`src/rtl/pkey_pkg.sv`:
```
`timescale 1ns/1ps
package pkey_pkg;
    localparam int unsigned REG_W = 64;

    typedef enum logic {
        SEL_AMASK = 1'b0,
        SEL_UMASK = 1'b1
    } reg_sel_e;

    typedef struct packed {
        logic [REG_W-1:0] amask;
        logic [REG_W-1:0] umask;
    } mask_state_t;
endpackage

```
`src/rtl/pkey_key_extract.sv`:
```
`timescale 1ns/1ps
module pkey_key_extract #(
    parameter int unsigned ENTRY_W = 64,
    parameter int unsigned LO_POS  = 9,
    parameter int unsigned LO_W    = 3,
    parameter int unsigned HI_POS  = 62,
    parameter int unsigned HI_W    = 2,
    localparam int unsigned KEY_W  = LO_W + HI_W
) (
    input  logic [ENTRY_W-1:0] entry,
    output logic [KEY_W-1:0]   key
);
    logic [LO_W-1:0] lo_part;
    logic [HI_W-1:0] hi_part;

    always_comb begin
        lo_part = entry[LO_POS +: LO_W];
        hi_part = entry[HI_POS +: HI_W];
        key     = {hi_part, lo_part};
    end
endmodule

```
`src/rtl/pkey_perm_lookup.sv`:
```
`timescale 1ns/1ps
module pkey_perm_lookup #(
    parameter int unsigned KEY_W   = 5,
    localparam int unsigned CLASS_N = 1 << KEY_W,
    localparam int unsigned MASK_W  = 2 * CLASS_N
) (
    input  logic [MASK_W-1:0] amask,
    input  logic [KEY_W-1:0]  key,
    input  logic              valid,
    input  logic              is_write,
    output logic              fault
);
    logic [CLASS_N-1:0] wr_forbid;
    logic [CLASS_N-1:0] rd_forbid;

    for (genvar k = 0; k < CLASS_N; k++) begin : g_class
        assign wr_forbid[k] = amask[2*k];
        assign rd_forbid[k] = amask[2*k+1];
    end

    always_comb begin
        fault = 1'b0;
        if (valid) begin
            fault = is_write ? wr_forbid[key] : rd_forbid[key];
        end
    end
endmodule

```
`src/rtl/pkey_mask_regs.sv`:
```
`timescale 1ns/1ps
module pkey_mask_regs
    import pkey_pkg::*;
(
    input  logic             clk,
    input  logic             rst_n,
    input  logic             wr_en,
    input  reg_sel_e         sel,
    input  logic             user,
    input  logic [REG_W-1:0] wdata,
    output logic [REG_W-1:0] amask_q,
    output logic [REG_W-1:0] umask_q,
    output logic             priv_exc
);
    mask_state_t st_d, st_q;

    always_comb begin
        st_d     = st_q;
        priv_exc = 1'b0;
        if (wr_en) begin
            unique case (sel)
                SEL_AMASK: begin
                    if (user) begin
                        st_d.amask = (st_q.amask & ~st_q.umask) | (wdata & st_q.umask);
                    end else begin
                        st_d.amask = wdata;
                    end
                end
                SEL_UMASK: begin
                    if (user) begin
                        priv_exc = 1'b1;
                    end else begin
                        st_d.umask = wdata;
                    end
                end
                default: st_d = st_q;
            endcase
        end
    end

    always_ff @(posedge clk) begin
        if (!rst_n) begin
            st_q <= '0;
        end else begin
            st_q <= st_d;
        end
    end

    assign amask_q = st_q.amask;
    assign umask_q = st_q.umask;

    // user writes never touch bits the user-enable mask keeps closed
    assert_user_merge_R7: assert property (@(posedge clk) disable iff (!rst_n)
        (wr_en && user && sel == SEL_AMASK) |=>
        (((amask_q ^ $past(amask_q)) & ~$past(umask_q)) == '0));

    // the privileged mask survives a user write
    assert_umask_kept_R8: assert property (@(posedge clk) disable iff (!rst_n)
        (wr_en && user && sel == SEL_UMASK) |=> $stable(umask_q));

    // supervisor write loads the whole word
    assert_sup_load_R6: assert property (@(posedge clk) disable iff (!rst_n)
        (wr_en && !user && sel == SEL_AMASK) |=> (amask_q == $past(wdata)));

    // without a write strobe neither register moves
    assert_hold_R10: assert property (@(posedge clk) disable iff (!rst_n)
        !wr_en |=> ($stable(amask_q) && $stable(umask_q)));

    // exception flag only on a write strobe
    assert_exc_strobe_R11: assert property (@(posedge clk) disable iff (!rst_n)
        priv_exc |-> (wr_en && user));
endmodule

```
`src/rtl/pkey_guard.sv`:
```
`timescale 1ns/1ps
module pkey_guard
    import pkey_pkg::*;
#(
    parameter int unsigned KEY_LO_POS = 9,
    parameter int unsigned KEY_LO_W   = 3,
    parameter int unsigned KEY_HI_POS = 62,
    parameter int unsigned KEY_HI_W   = 2,
    localparam int unsigned KEY_W     = KEY_LO_W + KEY_HI_W
) (
    input  logic             clk,
    input  logic             rst_n,
    input  logic [REG_W-1:0] pte_word,
    input  logic             acc_valid,
    input  logic             acc_write,
    output logic             prot_fault,
    input  logic             reg_wr_en,
    input  logic             reg_sel,
    input  logic             reg_user,
    input  logic [REG_W-1:0] reg_wdata,
    output logic [REG_W-1:0] reg_rdata,
    output logic             priv_exc
);
    logic [KEY_W-1:0] class_key;
    logic [REG_W-1:0] amask_q;
    logic [REG_W-1:0] umask_q;
    reg_sel_e         sel_e;

    assign sel_e = reg_sel_e'(reg_sel);

    pkey_key_extract #(
        .ENTRY_W (REG_W),
        .LO_POS  (KEY_LO_POS),
        .LO_W    (KEY_LO_W),
        .HI_POS  (KEY_HI_POS),
        .HI_W    (KEY_HI_W)
    ) i_extract (
        .entry (pte_word),
        .key   (class_key)
    );

    pkey_perm_lookup #(
        .KEY_W (KEY_W)
    ) i_lookup (
        .amask    (amask_q),
        .key      (class_key),
        .valid    (acc_valid),
        .is_write (acc_write),
        .fault    (prot_fault)
    );

    pkey_mask_regs i_regs (
        .clk      (clk),
        .rst_n    (rst_n),
        .wr_en    (reg_wr_en),
        .sel      (sel_e),
        .user     (reg_user),
        .wdata    (reg_wdata),
        .amask_q  (amask_q),
        .umask_q  (umask_q),
        .priv_exc (priv_exc)
    );

    always_comb begin
        reg_rdata = (sel_e == SEL_UMASK) ? umask_q : amask_q;
    end

    // an idle access port never reports a fault
    assert_idle_no_fault_R4: assert property (@(posedge clk) disable iff (!rst_n)
        !acc_valid |-> !prot_fault);

    // a cleared mask cannot forbid anything
    assert_clear_no_fault_R5: assert property (@(posedge clk) disable iff (!rst_n)
        (amask_q == '0) |-> !prot_fault);
endmodule

```
`config.mk`:
```
export PLATFORM = sky130hd
export DESIGN_NAME = pkey_guard
export DESIGN_NICKNAME = d
export VERILOG_FILES = /design/src/rtl/pkey_pkg.sv /design/src/rtl/pkey_key_extract.sv /design/src/rtl/pkey_perm_lookup.sv /design/src/rtl/pkey_mask_regs.sv /design/src/rtl/pkey_guard.sv
export SDC_FILE = /design/constraint.sdc
export NUM_CORES = 1
export LEC_CHECK = 0
export BUFFER_PORTS_ARGS = -buffer_cell sky130_fd_sc_hd__buf_2
export CORE_ASPECT_RATIO = 1.5
export CORE_MARGIN = 2
export CORE_UTILIZATION = 45
export CTS_BUF_LIST = sky130_fd_sc_hd__clkbuf_16
export DETAILED_ROUTE_END_ITERATION = 10
export PLACE_DENSITY = 0.77
export SYNTH_ARGS = -nofsm -noshare
export SYNTH_HDL_FRONTEND = slang
export SYNTH_SLANG_ARGS = --single-unit
```
`constraint.sdc`:
```
create_clock -name clk -period 1.8 [get_ports clk]
set_input_delay 0.09 -clock clk [delete_from_list [all_inputs] [get_ports clk]]
set_output_delay 0.09 -clock clk [all_outputs]
set_load 0.05 [all_outputs]
```
; ---- After elaboration in Yosys (flattened, before gate mapping)
; Cells that the tools add are included.
[classes]
add_sub_neg = 0
n_mul = 0
n_div = 0
magnitude_cmp = 1
n_eq_ne = 0
shifts = 0
mux = 11
n_bitwise = 6
reduce_logical = 2
[op_table]
columns = op, n
row1 = $and A64 B64 Y64, 2
row2 = $mux W64, 2
row3 = $not A64 Y64, 1
row4 = $or A64 B64 Y64, 1
row5 = $bmux W1 S5, 2
row6 = $mux W1, 7
row7 = $lt A5 B6 Y1 const B, 1
row8 = $reduce_and A3 Y1, 1
row9 = $not A1 Y1, 2
row10 = $reduce_and A2 Y1, 1
[totals]
regBits = 128
latch_bits = 0
ram_bits = 0
mem_bits_ro = 0
in_bits = 135
out_inout_bits = 66
elab_cells = 22
memories = 0

; ---- Longest topological paths before layout
[depth]
ltp_word = 4
depth_mapped = 6
depth_no_buf = 4

; ---- Hierarchy
; A second synthesis with hierarchy kept.
[hier_totals]
hier_cells = 690
hier_area_um2 = 6837.8
[by_module_without_submodules]
columns = module, n_inst, cells_per_inst, area_per_inst_um2
row1 = pkey_mask_regs, 1, 571, 5108.6
row2 = pkey_guard, 1, 71, 1077.3
row3 = pkey_perm_lookup, 1, 43, 614.3
row4 = pkey_key_extract, 1, 5, 37.5

; ---- Least setup slack after synthesis
; OpenSTA, ideal clock, no wires.
[synth_timing]
path_kind = reg-to-output
startpoint = register (tool-made name)
endpoint = output prot_fault
arrival_time_ps = 1726
slack_ps = -16
path_stages_with_launch = 5
path_buffers = 0
path_cell_list = dfxtp_1 -> mux4_1 -> mux4_2 -> nand2b_1 -> a32o_1
[synth_lines]
columns = item, line
row1 = to (decl), pkey_guard.sv:16  ; output logic prot_fault,

==> results.cfg <==
[outcome]
status = complete, but fails checks
violations = setup timing

[sta]
rsz0062_at_grt = yes
setup_violations = 1
setup_slack_ps = -525
fin_setup_tns_ps = -525
finalCritPeriodShare_pct = 129
worst_pin_slew_ps = 568
maxSlewHeadroom_pct = 62.1
hold_violations = 0
slew_violations = 0
finalClockSkew_ps = 5.41
max_freq_mhz = 430
finalCriticalPeriod_ps = 2330

[cells_and_area]
finish.utilization_pct = 62.1
instances_no_fill = 1147
fillers = 1200
area_growth_pct = 35.7
finalNetCount = 1073
n_antenna_cell = 0
seq_area_um2 = 2560
multi_input_area_um2 = 3610
drive_gt1_share_pct = 30.2

[worst_setup_path]
cp_slowest_cell = mux4_2
arrival_ps = 2240
endpoint = prot_fault
r2r_slack_ps = 720
cp_slowest_stage_delay_ps = 490
critical_path_class = reg -> out
crit_cells = 5
crit_path_end_kind = output pin
crit_family = multiplexers
cpMostUsedCell = mux4_2
crit_buf_inv = 1
path_cells = mux4_2 > mux4_2 > nand2b_4 > a32o_2 > buf_8
r2r-start = i_regs.umask_q[9]
path_max_fanout = 2
cp-start-kind = register
cp.required_ps = 1710
r2r_cells = 4

[die]
start_util_pct = 45.8
ioPinCount = 201
die_y_um = 153
rows = 54
core_um2 = 14500
die_area_um2 = 15700
fp.dieW_um = 103

[detailed_routing]
drtIter0Drc = 314
vias = 5855
drcViolationCount = 0
avgViaCountPerCell = 5.10
routed_wl_um = 18900
drtPass1Iterations = 5
wl_per_cell_um = 16.4
ant_nets = 0

[power]
power.share.combinational_pct = 14.3
clkPwrFrac_pct = 48.3
p_per_area_nw_per_um2 = 895
switching_share_pct = 25.1
switching_power_mw = 2.02
power.leakage_nw = 3.61
seq_power_share_pct = 37.4
peakVddDrop_uv = 525
internal_power_mw = 6.02
total_power_mw = 8.04

[worst_hold_path]
hp-class = in -> reg

[synth]
syn_area_per_cell_um2 = 8.99
synth_top_area_share_pct = 38.7
synth_area_leaders = dfxtp_1, mux2_2, mux2i_1
synth_cell_types = 26
syn_nets = 871
yosysTopAreaCell = dfxtp_1
syn_area_um2 = 6620
synth_cells = 736
ys_seq_elements = 128
yosysWarningCount = 0
synth_edf_count = 0
async_reset_ff_share_pct = 0
ys_seq_area_share_pct = 38.7
yosys_most_used_dff = dfxtp_1

[clock_network]
cts_root_buffer = clkbuf_16
htree_levels = 4
cts_sinks = 128
cts.path.max_buffers = 2
clock_latency_ps = 420
cts_setup_buffers = 0
numCtsBuffers = 17
clkTransAtPathRegs_ps = 60
cts_tree = done

[global_routing]
grt_pass1_wl_um = 29600
grt_max_degree = 129
antenna_found_initial = 1
grt_pass1_vias = 6041
overflow = 0
grt_use_total_pct = 24.2

[placement]
dp_cells = 1051
port_buffers = 141
dp_hpwl_um = 11700
gp_congestion = 0.797
dp_slack_ps = -261

[flow_run]
maxCapViolCount = 0
[tightest hold or removal path: stages]
cell and delay, ps:
buf_2 110, buf_12 200, a21boi_0 170
[placed cells by master, fill, tap and decap left out, drive strengths merged, types with 2 or more instances in the layout]
master       Yosys  layout
dfxtp          128     128
nand2          132     132
nor2b           65      65
buf              6     172
mux4            17      17
inv             66      66
clkinv           0       6
bufinv           0       6
a21oi           64      64
mux2i           67      67
nand2b           2       2
mux2            64      64
clkbuf          47      17
a31oi            2       2
clkinvlp         0       3
a21boi          64      64
dlygate4sd3      0      64
nor2             3       3
[area by class of cell]
type,instances,area share (%)
Tap cell,196,2.73
Multi-Input combinational cell,489,40.2
Sequential cell,128,28.5
Clock buffer,17,4.74
Clock inverter,15,2.69
Timing Repair Buffer,236,18.4
Inverter,66,2.76
[synth_stat cells (2+ instances only)]
master	count
nor2b_1	65
buf_1	3
mux4_2	12
buf_2	2
inv_1	66
nand2b_1	2
nor2_1	3
mux2_2	64
clkbuf_1	47
mux2i_1	67
dfxtp_1	128
a31oi_1	2
a21boi_0	64
mux4_1	5
a21oi_1	64
nand2_1	132
[worst min path at each step]
| stage | depth (start not counted) | startpoint | end | slack (ps) |
|---|---|---|---|---|
| 6_report | 3 | rst_n | i_regs.umask_q[2] | 210 |
| 5_1_grt | 4 | reg_user | register | 260 |
| 4_1_cts | 4 | reg_user | register | 210 |
| 3_5_place_dp | 3 | reg_wdata[49] | i_regs.umask_q[49] | 360 |
| 3_3_place_gp | 3 | reg_wdata[50] | i_regs.umask_q[50] | 350 |
| 2_1_floorplan | 2 | reg_wdata[40] | i_regs.umask_q[40] | 230 |
[power groups by stage]
stage                     Clock, mW  Combinational [mW]  Sequential, mW
after floorplan                   0               0.702            3.04
after global placement            0                1.01            3.06
after detailed placement          0                1.02            3.07
after CTS                      3.93                1.14            3.01
after global routing           4.07                1.23            3.02
final                          3.89                1.15            3.01
[kinds of logic (layout without fill, tap and decap cells)]
group | after synthesis | count (layout) | share of synthesized area (%)
buffers and inverters | 119 | 334 | 6.90
DFF | 128 | 128 | 38.7
muxes | 148 | 148 | 27.1
and+or+nand+nor | 207 | 207 | 14.5
AOI/OAI and AO/OA | 134 | 134 | 12.8
[through the flow]
| step | area (um^2) | hold WS (ps) |
|---|---|---|
| floorplan | 6620 | 235 |
| global placement | 7670 | 353 |
| detailed placement | 7670 | 360 |
| CTS | 8970 | 208 |
| global route | 8980 | 255 |
| finish | 8980 | 209 |
[metal layers]
metal | up-vias | track usage (%) | routed length (um)
met5 | - | 0 | 0
met4 | 0 | 9.77 | 508
met3 | 40 | 5.28 | 736
met2 | 167 | 42.6 | 9920
met1 | 2789 | 27.8 | 7700
li1 | 2859 | - | -
[timing repair]
action,4_1_cts,5_1_grt
hold buffers,64,0
endpoints found under the hold margin,124,0
pin swaps,0,0
endpoints found under the setup margin,1,1
gates resized for setup,4,4
Note: power is estimated with default switching activity, not from simulation.
